$ cat config.mk
export PLATFORM = sky130hd
export DESIGN_NAME = pixel_line_tx
export DESIGN_NICKNAME = d
export VERILOG_FILES = /design/src/rtl/plt_pkg.sv /design/src/rtl/plt_down_cnt.sv /design/src/rtl/plt_sequencer.sv /design/src/rtl/plt_pixel_path.sv /design/src/rtl/pixel_line_tx.sv
export SDC_FILE = /design/constraint.sdc
export NUM_CORES = 1
export LEC_CHECK = 0
export ABC_AREA = 1
export CAP_MARGIN = 20
export CORE_MARGIN = 4
export CORE_UTILIZATION = 60
export CTS_BUF_LIST = sky130_fd_sc_hd__clkbuf_8
export CTS_CLUSTER_DIAMETER = 30
export DETAILED_ROUTE_END_ITERATION = 8
export DONT_BUFFER_PORTS = 1
export HOLD_SLACK_MARGIN = 0.15
export PLACE_DENSITY = 0.76
export SLEW_MARGIN = 20
export SYNTH_ARGS = -nofsm -noshare
export SYNTH_HDL_FRONTEND = slang
export SYNTH_SLANG_ARGS = --single-unit
$ cat constraint.sdc
create_clock -name clk -period 6.9 [get_ports clk]
set_input_delay 0 -clock clk [delete_from_list [all_inputs] [get_ports clk]]
set_output_delay 0 -clock clk [all_outputs]
set_load 0.05 [all_outputs]
$ cat src/rtl/plt_pkg.sv
package plt_pkg;
  typedef enum logic [2:0] {
    ST_IDLE = 3'd0,
    ST_SYNC = 3'd1,
    ST_WAIT = 3'd2,
    ST_DATA = 3'd3,
    ST_GAP  = 3'd4
  } plt_state_e;
endpackage

$ cat src/rtl/plt_down_cnt.sv
module plt_down_cnt #(
  parameter int W = 8
) (
  input  logic         clk,
  input  logic         rst,
  input  logic         load,
  input  logic         dec,
  input  logic [W-1:0] load_val,
  output logic         is_zero
);
  logic [W-1:0] val_q;

  always_ff @(posedge clk) begin
    if (rst) begin
      val_q <= '0;
    end else if (load) begin
      val_q <= load_val;
    end else if (dec && (val_q != '0)) begin
      val_q <= val_q - 1'b1;
    end
  end

  assign is_zero = (val_q == '0);
endmodule

$ cat src/rtl/plt_sequencer.sv
module plt_sequencer
  import plt_pkg::*;
#(
  parameter int DLY_W  = 8,
  parameter int CNT_W  = 10,
  parameter int GAP_W  = 8,
  parameter int LINE_W = 10
) (
  input  logic              clk,
  input  logic              rst,
  input  logic              run,
  input  logic [DLY_W-1:0]  cfg_delay,
  input  logic [CNT_W-1:0]  cfg_words_m1,
  input  logic [GAP_W-1:0]  cfg_gap,
  input  logic [LINE_W-1:0] cfg_lines,
  output logic              line_sync_o,
  output logic              slot_o,
  output logic              slot_next_o,
  output logic              frame_end_o
);
  localparam int PH_A = (DLY_W > CNT_W) ? DLY_W : CNT_W;
  localparam int PH_W = (PH_A > GAP_W) ? PH_A : GAP_W;

  plt_state_e st_q, st_n;

  logic [DLY_W-1:0]  dly_q;
  logic [CNT_W-1:0]  words_q;
  logic [GAP_W-1:0]  gap_q;
  logic [LINE_W-1:0] lines_q;
  logic [LINE_W-1:0] line_q;
  logic [LINE_W:0]   line_nx;

  logic            ph_load, ph_dec, ph_zero;
  logic [PH_W-1:0] ph_val;
  logic            cfg_take, line_inc, line_clr, fe_n, last_line;

  assign line_nx   = {1'b0, line_q} + {{LINE_W{1'b0}}, 1'b1};
  assign last_line = (line_nx >= {1'b0, lines_q});

  plt_down_cnt #(.W(PH_W)) u_phase (
    .clk      (clk),
    .rst      (rst),
    .load     (ph_load),
    .dec      (ph_dec),
    .load_val (ph_val),
    .is_zero  (ph_zero)
  );

  always_comb begin
    st_n     = st_q;
    ph_load  = 1'b0;
    ph_dec   = 1'b0;
    ph_val   = '0;
    cfg_take = 1'b0;
    line_inc = 1'b0;
    line_clr = 1'b0;
    fe_n     = 1'b0;
    unique case (st_q)
      ST_IDLE: begin
        if (run) begin
          st_n     = ST_SYNC;
          cfg_take = 1'b1;
        end
      end
      ST_SYNC: begin
        ph_load = 1'b1;
        if (dly_q != '0) begin
          st_n   = ST_WAIT;
          ph_val = PH_W'(dly_q - 1'b1);
        end else begin
          st_n   = ST_DATA;
          ph_val = PH_W'(words_q);
        end
      end
      ST_WAIT: begin
        if (ph_zero) begin
          st_n    = ST_DATA;
          ph_load = 1'b1;
          ph_val  = PH_W'(words_q);
        end else begin
          ph_dec = 1'b1;
        end
      end
      ST_DATA: begin
        if (!ph_zero) begin
          ph_dec = 1'b1;
        end else begin
          if (last_line) begin
            line_clr = 1'b1;
            fe_n     = 1'b1;
          end else begin
            line_inc = 1'b1;
          end
          if (gap_q != '0) begin
            st_n    = ST_GAP;
            ph_load = 1'b1;
            ph_val  = PH_W'(gap_q - 1'b1);
          end else if (!last_line) begin
            st_n = ST_SYNC;
          end else if (run) begin
            st_n     = ST_SYNC;
            cfg_take = 1'b1;
          end else begin
            st_n = ST_IDLE;
          end
        end
      end
      ST_GAP: begin
        if (!ph_zero) begin
          ph_dec = 1'b1;
        end else if (line_q != '0) begin
          st_n = ST_SYNC;
        end else if (run) begin
          st_n     = ST_SYNC;
          cfg_take = 1'b1;
        end else begin
          st_n = ST_IDLE;
        end
      end
      default: st_n = ST_IDLE;
    endcase
  end

  always_ff @(posedge clk) begin
    if (rst) begin
      st_q        <= ST_IDLE;
      line_q      <= '0;
      dly_q       <= '0;
      words_q     <= '0;
      gap_q       <= '0;
      lines_q     <= '0;
      line_sync_o <= 1'b0;
      slot_o      <= 1'b0;
      frame_end_o <= 1'b0;
    end else begin
      st_q        <= st_n;
      line_sync_o <= (st_n == ST_SYNC);
      slot_o      <= (st_n == ST_DATA);
      frame_end_o <= fe_n;
      if (line_clr) begin
        line_q <= '0;
      end else if (line_inc) begin
        line_q <= line_nx[LINE_W-1:0];
      end
      if (cfg_take) begin
        dly_q   <= cfg_delay;
        words_q <= cfg_words_m1;
        gap_q   <= cfg_gap;
        lines_q <= cfg_lines;
      end
    end
  end

  assign slot_next_o = !rst && (st_n == ST_DATA);
endmodule

$ cat src/rtl/plt_pixel_path.sv
module plt_pixel_path #(
  parameter int PIX_W = 16
) (
  input  logic             clk,
  input  logic             rst,
  input  logic             take,
  input  logic             s_valid,
  input  logic [PIX_W-1:0] s_data,
  output logic [PIX_W-1:0] pix_o,
  output logic             underflow_o
);
  always_ff @(posedge clk) begin
    if (rst) begin
      pix_o       <= '0;
      underflow_o <= 1'b0;
    end else if (take) begin
      if (s_valid) begin
        pix_o <= s_data;
      end else begin
        underflow_o <= 1'b1;
      end
    end
  end
endmodule

$ cat src/rtl/pixel_line_tx.sv
module pixel_line_tx #(
  parameter int PIX_W  = 16,
  parameter int DLY_W  = 8,
  parameter int CNT_W  = 10,
  parameter int GAP_W  = 8,
  parameter int LINE_W = 10
) (
  input  logic              clk,
  input  logic              rst,
  input  logic              run,
  input  logic [DLY_W-1:0]  cfg_delay,
  input  logic [CNT_W-1:0]  cfg_words_m1,
  input  logic [GAP_W-1:0]  cfg_gap,
  input  logic [LINE_W-1:0] cfg_lines,
  input  logic [PIX_W-1:0]  s_data,
  input  logic              s_valid,
  output logic              s_ready,
  output logic              line_sync,
  output logic              pix_en,
  output logic [PIX_W-1:0]  pix_data,
  output logic              frame_end,
  output logic              underflow
);
  logic slot_next;

  plt_sequencer #(
    .DLY_W  (DLY_W),
    .CNT_W  (CNT_W),
    .GAP_W  (GAP_W),
    .LINE_W (LINE_W)
  ) u_seq (
    .clk          (clk),
    .rst          (rst),
    .run          (run),
    .cfg_delay    (cfg_delay),
    .cfg_words_m1 (cfg_words_m1),
    .cfg_gap      (cfg_gap),
    .cfg_lines    (cfg_lines),
    .line_sync_o  (line_sync),
    .slot_o       (pix_en),
    .slot_next_o  (slot_next),
    .frame_end_o  (frame_end)
  );

  plt_pixel_path #(.PIX_W(PIX_W)) u_pix (
    .clk         (clk),
    .rst         (rst),
    .take        (slot_next),
    .s_valid     (s_valid),
    .s_data      (s_data),
    .pix_o       (pix_data),
    .underflow_o (underflow)
  );

  assign s_ready = slot_next;
endmodule

==> run metrics <==
status complete, no violations; Die Ht 94.9 µm; maximum clock path buffer count 2; unrepaired setup endpoints after global routing no; Final min period 3880 ps; CTS tree built; Area after DPL 0.00456 mm²; initial core utilization 62.1%; Syn-to-layout area delta 18.9%; Final Max Tran Viols 0; post-route cell area 0.00539 mm²; Nets 808; Worst IR Drop VDD 0.191 mV; Crit. End Element flop; worst setup path endpoint u_seq.lines_q[7]$_SDFFE_PP0P_; die footprint 0.00901 mm²; Clock power frac 24.2%; vias in the first global route 4420; Sequential Area 0.00158 mm²; CP max stage delay 510 ps; post-synthesis sequential area ratio 34.9%; Fmax 258 MHz; area of the multi-input gates 0.00240 mm²; YS warnings 0; worst setup path startpoint u_seq.line_q[0]$_SDFFE_PP0P_; skew final 11.6 ps; clk slew on worst S/H paths 80 ps; Worst Hold Class input pin to flop; fin worst setup slack 3020 ps; kind of critical path flop to flop; crit path DAT 4120 ps; die width 94.9 µm; ANT nets after route 0; CTS Buf Count 9; Reg2Reg Capture Point u_seq.lines_q[7]$_SDFFE_PP0P_; I/O Buffers 0; r2r worst-path depth 19; drt drc 0; Post-Route WL 11.8 mm; reg2reg start u_seq.line_q[0]$_SDFFE_PP0P_; worst slew pin tran 1080 ps; clk_lat worst skew 360 ps; Gate power share 40.1%; worst-path fanout max 37; Post-Syn Area 0.00453 mm²; MaxCap Viol Count 0; CP Launch Type flop; Num Clock Sinks 79; ant diodes 0; first-pass GRT wire length 19.9 mm; most used cell, CP nand2_1; Hold Fails Final Rpt 0; DR pass1 iterations 6; Detailed Route Iter0 Violations 312; Tcrit/Tclk final 56.3%; layout cells sized above 1 5.53%; setup violators final 0; commonest non-fill, non-tap cells in the layout 165 x nand2_1, 115 x inv_1, 79 x dfxtp_1; Power Density 330 mW/mm²; Root Driver clkbuf_8; Filler cells 622; Placeable Area 0.00729 mm²; worst hold path depth 3; most common cell after layout, fill and taps aside nand2_1; largest net degree at the start of global routing 50; Sw Share 42.5%; Pint 0.00102 W; gpl congestion 0.878; H-tree depth 3; sequential share of power 35.7%; Yosys reg bits 79; Placed Cells 768; grt ovf 0; Mapped Cells 690; pre-CTS setup slack 3200 ps; Worst path slowest cell nand2_2; Via density 5.44; CP cell instances inv_1, nor3_1, nand2_1, nor3b_1, nand3_1, xor2_1, ha_1, nand2_1, inv_1, a21oi_1, nand2_1, nor2_1, nand2_2, nand2_1, nand2_1, nand2_2, nand2_4, nand2_1, a21oi_1; vias 4576; Avg Cell Area, Syn 6.57 µm²; WL/cell 14.0 µm; flop2flop setup slack 3020 ps; row cnt 31; leak pwr 2.42 nW; worst endpoint required time 7140 ps; initial antenna violation count 0; Sw Pwr 0.000756 W; final setup TNS 0 ps; synth unique cells 40; gr usage total 27.7%; post-DP HPWL 7.88 mm; Layout Cells excl Fill 841; max_slew headroom 27.6%; IO Pins 77; syn_nets 761
-- layer usage --
| layer | share of wire [%] | track usage (%) | vias up |
|---|---|---|---|
| met1 | 41 | 32.8 | 2119 |
| met3 | 4.6 | 5.42 | 40 |
| li1 | - | - | 2278 |
| met2 | 51 | 48.7 | 139 |
| met5 | 0 | 0 | - |
| met4 | 3.6 | 11.7 | 0 |
-- Yosys cell counts, drive strengths merged --
master / number / share of area [%]
o211ai: 1 / 0.17
clkinv: 1 / 0.083
xor2: 16 / 3.1
buf: 11 / 1.5
ha: 15 / 4.1
nor3b: 1 / 0.17
clkbuf: 11 / 0.91
inv: 118 / 9.8
a31oi: 1 / 0.14
o21ai: 15 / 1.7
o22ai: 1 / 0.14
a221oi: 1 / 0.19
a21boi: 2 / 0.33
nand3b: 1 / 0.17
nor2: 74 / 6.6
nand3: 65 / 7.7
nor3: 9 / 1.4
or2: 1 / 0.14
a21oi: 61 / 6.7
o21bai: 1 / 0.25
nand4: 23 / 3.2
dfxtp: 79 / 35
a41oi: 1 / 0.19
a22oi: 1 / 0.17
a211oi: 3 / 0.50
xnor2: 6 / 1.2
nand2: 171 / 15
-- layout make-up --
| cell class | count | share of cell area [%] |
|---|---|---|
| Clock buffer | 10 | 2.55 |
| Inverter | 119 | 8.29 |
| Tap cell | 99 | 2.30 |
| Sequential cell | 79 | 29.3 |
| Timing Repair Buffer | 58 | 10.9 |
| Multi-Input combinational cell | 470 | 44.5 |
| Clock inverter | 6 | 2.16 |
-- cell families (layout without fill, tap and decap cells) --
logic type	Yosys count	after routing	synth area share [%]
xor gates and xnor gates	22	22	4.25
AOI/OAI and AO/OA	88	88	10.5
adders and majority gates	15	15	4.14
DFF	79	79	34.9
and+or+nand+nor	345	345	34.0
buffers and inverters	141	193	12.2
-- sequential cells by signal (all words and copies together), names as in the netlist, 3 cells and up --
signal and count:
u_seq.words_q 10, u_seq.gap_q 8, u_seq.lines_q 10, u_seq.u_phase.val_q 10
u_seq.line_q 10, u_seq.st_q 3, u_seq.dly_q 8, u_pix.pix_o 16
-- power groups by stage --
stage                     clock network [W]  registers [W]  logic [W]
after CTS                          0.000438       0.000633   0.000703
after detailed placement                  0       0.000643   0.000665
after global placement                    0       0.000640   0.000646
after global routing               0.000460       0.000642   0.000811
final                              0.000430       0.000634   0.000713
after floorplan                           0       0.000625   0.000558
-- stage by stage --
| step | total power (W) | utilization, % | hold WS (ps) |
|---|---|---|---|
| CTS | 0.00177 | 73.9 | 315 |
| detailed placement | 0.00131 | 62.5 | 80.7 |
| global route | 0.00191 | 73.9 | 318 |
| floorplan | 0.00118 | - | 143 |
| global placement | 0.00129 | 62.5 | 74.2 |
| finish | 0.00178 | 73.9 | 319 |
-- worst min path at each step --
stage | from | end | slack [ps]
floorplan | cfg_delay[5] | u_seq.dly_q[5]$_SDFFE_PP0P_ | 140
global placement | rst | u_pix.underflow_o$_SDFFE_PP0P_ | 70
detailed placement | rst | u_pix.underflow_o$_SDFFE_PP0P_ | 80
CTS | cfg_delay[5] | u_seq.dly_q[5]$_SDFFE_PP0P_ | 320
global route | cfg_delay[5] | u_seq.dly_q[5]$_SDFFE_PP0P_ | 320
finish | cfg_delay[5] | u_seq.dly_q[5]$_SDFFE_PP0P_ | 320
-- critical path, delay by kind of cell (launching register included) --
kind	cells	cell delay, ps
AOI/OAI and AO/OA	2	220
adders and majority gates	1	280
buffers and inverters	2	140
xor gates and xnor gates	1	220
and+or+nand+nor	13	2490
DFF	1	380
-- timing repair --
action,in CTS,in global routing
hold buffers,57,0
gates resized for setup,0,0
hold endpoints to repair,66,0
setup endpoints to repair,0,0
buffers inserted,0,0
Power figures use the tool's default switching activity.
